**config.mk**
```make
export PLATFORM = sky130hd
export DESIGN_NAME = cpuif_top
export DESIGN_NICKNAME = d
export VERILOG_FILES = /design/src/rtl/cpuif_pkg.sv /design/src/rtl/cpuif_decode.sv /design/src/rtl/cpuif_pick.sv /design/src/rtl/cpuif_bitmaps.sv /design/src/rtl/cpuif_top.sv
export SDC_FILE = /design/constraint.sdc
export NUM_CORES = 1
export LEC_CHECK = 0
export BUFFER_PORTS_ARGS = -buffer_cell sky130_fd_sc_hd__buf_2
export CAP_MARGIN = 20
export CORE_AREA = 3 3 126 128
export CTS_CLUSTER_SIZE = 14
export DETAILED_ROUTE_END_ITERATION = 10
export DIE_AREA = 0 0 129 131
export PLACE_DENSITY = 0.69
export SLEW_MARGIN = 25
export SYNTH_ARGS = -nofsm -noshare
export SYNTH_HDL_FRONTEND = slang
export SYNTH_SLANG_ARGS = --single-unit
```
**constraint.sdc**
```tcl
create_clock -name clk -period 2.8 [get_ports clk]
set_clock_uncertainty 0.05 [all_clocks]
set_input_delay 0.56 -clock clk [delete_from_list [all_inputs] [get_ports clk]]
set_output_delay 0.56 -clock clk [all_outputs]
set_load 0.005 [all_outputs]
```
**src/rtl/cpuif_pkg.sv**
```systemverilog
package cpuif_pkg;

    localparam int unsigned SEL_W   = 4;
    localparam int unsigned DATA_W  = 64;
    localparam logic [63:0] CTRL_VALUE = 64'h0000_0000_0000_0440;
    localparam int unsigned NONE_ID = 1023;

    typedef enum logic [3:0] {
        K_PMASK,
        K_BP0,
        K_BP1,
        K_GEN0,
        K_GEN1,
        K_CTRL,
        K_ACK,
        K_EOI,
        K_NONE
    } kind_e;

    typedef enum logic {
        ST_IDLE,
        ST_DONE
    } rsp_st_e;

endpackage

```
**src/rtl/cpuif_decode.sv**
```systemverilog
module cpuif_decode
    import cpuif_pkg::*;
(
    input  logic [SEL_W-1:0] sel,
    output kind_e            kind
);
    always_comb begin
        unique case (sel)
            4'd0:    kind = K_PMASK;
            4'd1:    kind = K_BP0;
            4'd2:    kind = K_BP1;
            4'd3:    kind = K_GEN0;
            4'd4:    kind = K_GEN1;
            4'd5:    kind = K_CTRL;
            4'd6:    kind = K_ACK;
            4'd7:    kind = K_EOI;
            default: kind = K_NONE;
        endcase
    end
endmodule

```
**src/rtl/cpuif_pick.sv**
```systemverilog
module cpuif_pick #(
    parameter int unsigned N    = 32,
    localparam int unsigned IW  = $clog2(N)
) (
    input  logic [N-1:0]  vec,
    output logic          found,
    output logic [IW-1:0] idx
);
    // lowest set bit wins: scan from the top so the last hit is the lowest
    always_comb begin
        idx = '0;
        for (int i = N - 1; i >= 0; i--) begin
            if (vec[i]) idx = IW'(i);
        end
    end
    assign found = |vec;
endmodule

```
**src/rtl/cpuif_bitmaps.sv**
```systemverilog
module cpuif_bitmaps #(
    parameter int unsigned N    = 32,
    localparam int unsigned IW  = $clog2(N)
) (
    input  logic          clk,
    input  logic          rst_n,
    input  logic [N-1:0]  ps,
    input  logic [N-1:0]  pc,
    input  logic [N-1:0]  as_in,
    input  logic [N-1:0]  ac_in,
    input  logic          ack_fire,
    input  logic [IW-1:0] ack_idx,
    input  logic          eoi_fire,
    input  logic [IW-1:0] eoi_idx,
    output logic [N-1:0]  pend,
    output logic [N-1:0]  act
);
    for (genvar g = 0; g < N; g++) begin : g_bit
        logic p_nx, a_nx;
        always_comb begin
            p_nx = (pend[g] | ps[g]) & ~pc[g];
            a_nx = (act[g] | as_in[g]) & ~ac_in[g];
            if (ack_fire && ack_idx == IW'(g)) a_nx = 1'b1;
            if (eoi_fire && eoi_idx == IW'(g)) a_nx = 1'b0;
        end
        always_ff @(posedge clk or negedge rst_n) begin
            if (!rst_n) begin
                pend[g] <= 1'b0;
                act[g]  <= 1'b0;
            end else begin
                pend[g] <= p_nx;
                act[g]  <= a_nx;
            end
        end
    end
endmodule

```
**src/rtl/cpuif_top.sv**
```systemverilog
module cpuif_top
    import cpuif_pkg::*;
#(
    parameter int unsigned N_IRQ = 32,
    localparam int unsigned IW   = $clog2(N_IRQ)
) (
    input  logic              clk,
    input  logic              rst_n,
    input  logic [SEL_W-1:0]  reg_sel,
    input  logic              rd_stb,
    input  logic              wr_stb,
    input  logic [DATA_W-1:0] wr_data,
    output logic [DATA_W-1:0] rd_data,
    output logic              rd_valid,
    output logic              err,
    input  logic [N_IRQ-1:0]  ext_pend_set,
    input  logic [N_IRQ-1:0]  ext_pend_clr,
    input  logic [N_IRQ-1:0]  ext_act_set,
    input  logic [N_IRQ-1:0]  ext_act_clr,
    output logic [N_IRQ-1:0]  pend_q,
    output logic [N_IRQ-1:0]  act_q
);
    kind_e        kind;
    logic         pick_found;
    logic [IW-1:0] pick_idx;
    logic         ack_fire, eoi_fire, eoi_bad;
    logic [7:0]   pmask;
    logic [2:0]   bp0, bp1;
    logic         gen0, gen1;
    logic [DATA_W-1:0] rd_next;
    logic         err_next;
    rsp_st_e      st, st_nx;

    cpuif_decode i_dec (.sel(reg_sel), .kind(kind));

    cpuif_pick #(.N(N_IRQ)) i_pick (
        .vec(pend_q), .found(pick_found), .idx(pick_idx)
    );

    assign ack_fire = rd_stb && kind == K_ACK && pick_found;
    assign eoi_bad  = wr_data >= DATA_W'(N_IRQ);
    assign eoi_fire = wr_stb && kind == K_EOI && !eoi_bad;

    cpuif_bitmaps #(.N(N_IRQ)) i_bm (
        .clk(clk), .rst_n(rst_n),
        .ps(ext_pend_set), .pc(ext_pend_clr),
        .as_in(ext_act_set), .ac_in(ext_act_clr),
        .ack_fire(ack_fire), .ack_idx(pick_idx),
        .eoi_fire(eoi_fire), .eoi_idx(wr_data[IW-1:0]),
        .pend(pend_q), .act(act_q)
    );

    // configuration registers
    always_ff @(posedge clk or negedge rst_n) begin
        if (!rst_n) begin
            pmask <= '0;
            bp0   <= '0;
            bp1   <= '0;
            gen0  <= 1'b0;
            gen1  <= 1'b0;
        end else if (wr_stb) begin
            unique case (kind)
                K_PMASK: pmask <= wr_data[7:0];
                K_BP0:   bp0   <= wr_data[2:0];
                K_BP1:   bp1   <= wr_data[2:0];
                K_GEN0:  gen0  <= wr_data[0];
                K_GEN1:  gen1  <= wr_data[0];
                default: ;
            endcase
        end
    end

    // read value and fault detection
    always_comb begin
        rd_next = '0;
        unique case (kind)
            K_PMASK: rd_next = DATA_W'(pmask);
            K_BP0:   rd_next = DATA_W'(bp0);
            K_BP1:   rd_next = DATA_W'(bp1);
            K_GEN0:  rd_next = DATA_W'(gen0);
            K_GEN1:  rd_next = DATA_W'(gen1);
            K_CTRL:  rd_next = CTRL_VALUE;
            K_ACK:   rd_next = pick_found ? DATA_W'(pick_idx) : DATA_W'(NONE_ID);
            default: rd_next = '0;
        endcase
    end

    always_comb begin
        err_next = 1'b0;
        if ((rd_stb || wr_stb) && kind == K_NONE) err_next = 1'b1;
        if (rd_stb && kind == K_EOI)              err_next = 1'b1;
        if (wr_stb && kind == K_ACK)              err_next = 1'b1;
        if (wr_stb && kind == K_EOI && eoi_bad)   err_next = 1'b1;
    end

    // response state register
    always_ff @(posedge clk or negedge rst_n) begin
        if (!rst_n) st <= ST_IDLE;
        else        st <= st_nx;
    end

    always_comb begin
        st_nx = st;
        unique case (st)
            ST_IDLE: if (rd_stb) st_nx = ST_DONE;
            ST_DONE: st_nx = rd_stb ? ST_DONE : ST_IDLE;
            default: st_nx = ST_IDLE;
        endcase
    end

    // output process
    always_ff @(posedge clk or negedge rst_n) begin
        if (!rst_n) begin
            rd_data <= '0;
            err     <= 1'b0;
        end else begin
            err <= err_next;
            if (rd_stb) rd_data <= rd_next;
        end
    end

    assign rd_valid = (st == ST_DONE);

    AST_ACK_MARKS_ACTIVE: assert property (@(posedge clk) disable iff (!rst_n)
        rd_stb && reg_sel == 4'd6 && pend_q != '0 |=> rd_data < DATA_W'(N_IRQ) && act_q[rd_data[IW-1:0]]);
    AST_ACK_KEEPS_PEND: assert property (@(posedge clk) disable iff (!rst_n)
        rd_stb && reg_sel == 4'd6 && ext_pend_set == '0 && ext_pend_clr == '0 |=> pend_q == $past(pend_q));
    AST_ACK_EMPTY_ID: assert property (@(posedge clk) disable iff (!rst_n)
        rd_stb && reg_sel == 4'd6 && pend_q == '0 |=> rd_data == DATA_W'(NONE_ID));
    AST_EOI_CLEARS: assert property (@(posedge clk) disable iff (!rst_n)
        wr_stb && reg_sel == 4'd7 && wr_data < DATA_W'(N_IRQ) |=> !act_q[$past(wr_data[IW-1:0])]);
    AST_EOI_BAD_ERR: assert property (@(posedge clk) disable iff (!rst_n)
        wr_stb && reg_sel == 4'd7 && wr_data >= DATA_W'(N_IRQ) |=> err);
    AST_CTRL_CONST: assert property (@(posedge clk) disable iff (!rst_n)
        rd_stb && reg_sel == 4'd5 |=> rd_data == CTRL_VALUE);
    AST_UNIMPL_ERR: assert property (@(posedge clk) disable iff (!rst_n)
        (rd_stb || wr_stb) && reg_sel[3] |=> err);
    AST_RSP_VALID: assert property (@(posedge clk) disable iff (!rst_n)
        rd_stb |=> rd_valid);
    AST_RSP_DROP: assert property (@(posedge clk) disable iff (!rst_n)
        !rd_stb |=> !rd_valid);
    AST_ONE_STROBE: assert property (@(posedge clk) disable iff (!rst_n)
        !(rd_stb && wr_stb));
endmodule

```
Yosys cells after proc, flatten, opt, wreduce, memory -nomap -nowiden
Memory sizes are Yosys's and may differ from the RTL's.
Cells that the tools add are included.
- memories kept: 1
- register bits after elaboration: 146
- bits in read-only memories: 24
- bitwise gates (word level): 192
- reduce and logical (&&, ||, !) cells: 83
- equality and inequality tests: 70
- order comparisons: 1
- multiplexer cells: 104
- memories (memory ; depth ; bits a word ; rd ports ; clocked after Yosys merged registers in ; write ports ; RTL line ; text):
    (name not given) ; 8 ; 3 ; 1 ; 0 ; 0 ; cpuif_decode.sv:8 ; unique case (sel)
- operator list (kind ; number):
    $eq 5x5->1 const B ; 32
    $mux 5 ; 32
    $eq 5x4->1 const B ; 16
    $pmux 11 s7 ; 1
    $logic_and 1x1->1 ; 72
    $mux 1 ; 69
    $and 1x1->1 ; 64
    $ge 64x6->1 const B ; 1
    $not 1->1 ; 64
    $or 1x1->1 ; 64
    $eq 5x3->1 const B ; 8
    $reduce_or 32->1 ; 1
    $eq 5x2->1 const B ; 4
    $eq 4x3->1 const B ; 4
    $eq 5x1->1 const B ; 2
    $logic_not 5->1 ; 2
    $mux 10 ; 1
    $reduce_and 2->1 ; 5
    $eq 4x2->1 const B ; 2
    $eq 4x1->1 const B ; 1
    $eq 4x4->1 const B ; 1
    $logic_not 4->1 ; 1
    $mux 4 ; 1
    $logic_not 1->1 ; 1
    $logic_or 1x1->1 ; 1

Depth between registers and ports, before layout
- word-level depth: 36
- mapped depth: 8

Modules after synthesis
A second synthesis with hierarchy kept.
- cells, all modules: 519
- area total of the unflattened synthesis: 4938.5 um2
- by module, submodules not included (module ; times used ; area an instance (um2) ; cells each ; sequential area each (um2)):
    cpuif_bitmaps ; 1 ; 2658.8 ; 260 ; 1601.5
    cpuif_top ; 1 ; 1868.0 ; 190 ; 700.7
    cpuif_pick ; 1 ; 385.4 ; 65 ; 0.0
    cpuif_decode ; 1 ; 26.3 ; 4 ; 0.0

Worst setup path after synthesis
OpenSTA, ideal clock, no wires.
- path kind: input to register
- start point: input wr_data[22]
- end point: register i_bm.act[14]
- stages: 6
- setup slack: 425 ps
- data arrival time: 2176 ps
- required time: 2601 ps
- buffers on the path: 0
- path through: nor4_1 nand4_1 nor4_1 nand4_1 nor3b_1 a21oi_1
- word-level cells in the longest chain between the ends: 5
- RTL lines (item ; RTL line ; text):
    start: declaration ; cpuif_top.sv:12 ; input logic [DATA_W-1:0] wr_data,
    $ge 64x6->1 ; cpuif_top.sv:41 ; assign eoi_bad = wr_data >= DATA_W'(N_IRQ);
    $logic_not 1->1 ; cpuif_top.sv:42 ; assign eoi_fire = wr_stb && kind == K_EOI && !eoi_bad;
    $logic_and 1x1->1 ; cpuif_top.sv:42 ;
    $logic_and 1x1->1 ; cpuif_bitmaps.sv:24 ; if (eoi_fire && eoi_idx == IW'(g)) a_nx = 1'b0;
    $mux 1 ; cpuif_bitmaps.sv:24 ;
    net i_bm.g_bit[14].a_nx ; cpuif_bitmaps.sv:19 ; logic p_nx, a_nx;
    end signal: indexed assignment ; cpuif_bitmaps.sv:32 ; act[g] <= a_nx;
    end: declaration ; cpuif_bitmaps.sv:16 ; output logic [N-1:0] act
The timed path passes the listed nets, and every way through them passes these cells.
A chain may end at the register's enable or synchronous reset.

Worst setup path after layout
- start point: register i_bm.pend[16]
- end point: register i_bm.act[1]
- word-level cells in the longest chain between the ends: 21
- elaborated cells between the ends (all ways): 23
- RTL lines (item ; RTL line ; text):
    start: declaration ; cpuif_bitmaps.sv:15 ; output logic [N-1:0] pend,
    start signal: indexed assignment ; cpuif_bitmaps.sv:31 ; pend[g] <= p_nx;
    $mux 5 (17 in a row) ; cpuif_pick.sv:13 ; if (vec[i]) idx = IW'(i);
    $eq 5x1->1 ; cpuif_bitmaps.sv:23 ; if (ack_fire && ack_idx == IW'(g)) a_nx = 1'b1;
    $logic_and 1x1->1 (*) ; cpuif_bitmaps.sv:23 ;
    $mux 1 (*) ; cpuif_bitmaps.sv:23 ;
    $mux 1 (*) ; cpuif_bitmaps.sv:24 ;
    net i_bm.g_bit[1].a_nx ; cpuif_bitmaps.sv:19 ;
Mark *: on every way through the listed nets, which the timed path passes. The rest lies on a longest branch.

==> results.md <==
- Worst relative slew slack: a little over half
- Combinational Power Share: between 10% and 20%
- Post-synth ARST share: 100%
- Postcts setup bufs: 0
- Sequential group share of total power: around 45%
- GR Util met3: around 3%
- Slew @ Worst Pin: just under 0.7 ns
- Final Hold Viols: 0
- CTS Hold Buffers Added: 0
- Sw Ratio: 26.4%
- Critical path endpoint category: flop
- Max Slew Vio Count: 0
- Die H: ~130 µm
- Yosys top cell area share: between 40 and 50%
- Number of port buffers: 276
- Largest net degree at the start of global routing: 48
- Grt met2 use: a little under a third
- CTS tree: done
- Post-Route WL: ~17000 µm
- Leakage: roughly 3.4 nW
- Top_reg_cell synth: dfrtp_1
- Peak VDD IR: slightly below 0.3 mV
- Worst-path clk slew: 0.06 ns
- DP Wirelength: approximately 13000 µm
- DP Cell Count: slightly above 1000
- IO Pins: 330
- Fillers: around 1500
- Area of the mapped netlist: around 5000 µm²
- Vias: 4878
- Most frequent cell after synthesis: nor2_1
- Post-synth EDFFs: 0
- Synth Area per Inst: slightly below 9 µm²
- Worst hold slack: between 0.15 and 0.2 ns
- Number of global-route vias before repair: 4460
- Worst-Skew Late Latency: approximately 0.34 ns
- Busiest grt layer: met2
- RSZ-0062 raised after global routing: no
- Final Non-Filler Cells: 1029
- F_max: around 400 MHz
- Fin area: ~6700 µm²
- Initial antenna violation count: 0
- Setup CP Type: flop to flop
- Maxcap violations: 0
- Setup slack after layout: ~0.30 ns
- Maximum root-to-sink buffer count: 2
- Pwr dens: 513 nW/µm²
- Worst setup SP type: flop
- Power Internal: about 0.0025 W
- Core Area: roughly 15000 µm²
- Run status: finished clean
- Placed Area: 6400 µm²
- Die W: 129 µm
- Iteration-0 DRC Markers: ~220
- Worst EP required: between 3 and 4 ns
- Post-synthesis instance total: roughly 550
- DRC: 0
- Routed Antenna Nets: 0
- DP Worst Slack: 0.184 ns
- GR Util met1: between 20% and 30%
- Worst EP arrival: around 2.7 ns
- Fin Setup TNS: 0 ns
- Share of cells above drive strength 1: 39.4%
- # diodes: 0
- Sw power: roughly 0.00091 W
- Area Overhead vs Synth: 37.0%
- CTS resizes: 0
- Final worst-path cycle share: between 80% and 90%
- # setup viols final: 0
- Ranking of synthesized cells by area: dfrtp_1 (47%), nor2_1 (11%), buf_4 (8.3%)
- Multi-input logic area: around 2300 µm²
- Vias/cell: 4.74
- Synth warn: 0
- Placement row count: 45
- Tot GR Track Use: between 10% and 20%
- Grt total ovfl: 0
- Register area: 2300 µm²
- WL/cell: roughly 16 µm
- Clk sink count: 92
- Starting Density: between 30% and 40%
- Netlist cell types: a little over 50
- Num CTS Buffers: 9
- Nets: a little over 1000
- Die Area: about 17000 µm²
- First-pass GRT wire length: 24100 µm
- H-tree depth: 3
- Sequential fraction of the synthesis area: a little under half
- Commonest cells in the netlist: nor2_1 (139), dfrtp_1 (92), a21oi_1 (57), buf_4 (54), nor4_1 (22)
- Clock power frac: between 30% and 40%
- Pre-antenna DRT Iters: 4
- Routability cong.: 0.815
- Root Buffer: clkbuf_16
- Worst Path Max Fanout: 8
- Tmin final: roughly 2.5 ns
- #FFs+latches synth: between 90 and 100
- Hold Path Class: input port to asynchronous set/reset pin
- Cell accounting for the most synthesized area: dfrtp_1
## worst max-delay path, stage by stage, from the launching register on
cell and delay (ns):
dfrtp_1 0.40, or2_1 0.26, a2111oi_2 0.32, o21ai_1 0.15, a2111o_1 0.51, nor3_4 0.40
o21ai_1 0.15, a22oi_1 0.18
## final timing paths
path | startpoint | to | slack [ns] | depth (start not counted)
worst min-delay path | rst_n | i_bm.pend[20]$_DFF_PN0_ | 0.17 | 1
worst max register to register | i_bm.pend[16]$_DFF_PN0_ | i_bm.act[1]$_DFF_PN0_ | 0.30 | 7
worst min register to register | bp1[0]$_DFFE_PN0P_ | bp1[0]$_DFFE_PN0P_ | 0.45 | 1
max in group asynchronous | rst_n | bp0[1]$_DFFE_PN0P_ | 1.88 | 2
worst max-delay path | i_bm.pend[16]$_DFF_PN0_ | i_bm.act[1]$_DFF_PN0_ | 0.30 | 7
min in group clk | ext_pend_clr[30] | i_bm.pend[30]$_DFF_PN0_ | 0.31 | 2
## power groups by stage
stage | logic, W | registers [W] | clock network (W)
2_1_floorplan | 0.000330 | 0.00156 | 0
3_5_place_dp | 0.000618 | 0.00157 | 0
4_1_cts | 0.000621 | 0.00155 | 0.00131
6_report | 0.000613 | 0.00155 | 0.00128
3_3_place_gp | 0.000607 | 0.00157 | 0
5_1_grt | 0.000693 | 0.00157 | 0.00137
## placed cells by master (no fill, tap or decap), drive strengths merged, types with 2 or more instances in the layout
master      n
nor3b       7
o22ai       7
a22oi       8
a21oi      57
mux2i       2
a2111oi     2
nand2b      2
o21bai     10
conb       53
nand3b      2
nand3       6
nor3       10
o211ai      2
buf       292
or3         2
nor2b       9
a31oi       2
mux2       16
and2        4
bufinv      2
o21ai      17
clkinvlp    2
and3b       3
a211oi      4
clkbuf     11
nor2      139
inv        12
or4         2
nand4       7
nand2      18
nor4       25
dfrtp      92
## area by class of cell
cell class / instances / share of cell area, %
clock buffers: 11 / 3.47
clock inverters: 4 / 1.12
inverters: 12 / 0.672
multi-input cells: 430 / 34.3
flip-flops and latches: 92 / 34.3
well taps: 188 / 3.51
repair buffers: 292 / 22.6
## metrics by stage
stage	utilization [%]	power [W]
2_1_floorplan	-	0.00189
3_3_place_gp	42.7	0.00218
3_5_place_dp	42.7	0.00219
4_1_cts	44.8	0.00348
5_1_grt	44.8	0.00362
6_report	44.8	0.00344
## cells by family (layout without fill, tap and decap cells)
family | Yosys count | after routing | synth area share (%)
and+or+nand+nor | 242 | 242 | 24.0
AOI/OAI and AO/OA | 116 | 116 | 14.2
DFF | 92 | 92 | 47.0
buffers and inverters | 78 | 319 | 10.2
muxes | 19 | 19 | 4.55
other | 1 | 53 | 0.0766
## routing by layer
| layer | part of all wire [%] | up-vias |
|---|---|---|
| li1 | - | 2399 |
| met1 | 44 | 2268 |
| met2 | 49 | 196 |
| met3 | 5.7 | 15 |
| met4 | 1.3 | 0 |
| met5 | 0 | - |
## sequential cells by signal (all words and copies together) (netlist names)
| signal | flops |
|---|---|
| rd_valid | 1 |
| bp0 | 3 |
| i_bm.act | 32 |
| gen0 | 1 |
| i_bm.pend | 32 |
| rd_data | 10 |
| gen1 | 1 |
| pmask | 8 |
| bp1 | 3 |
| err | 1 |
Power figures use the tool's default switching activity.
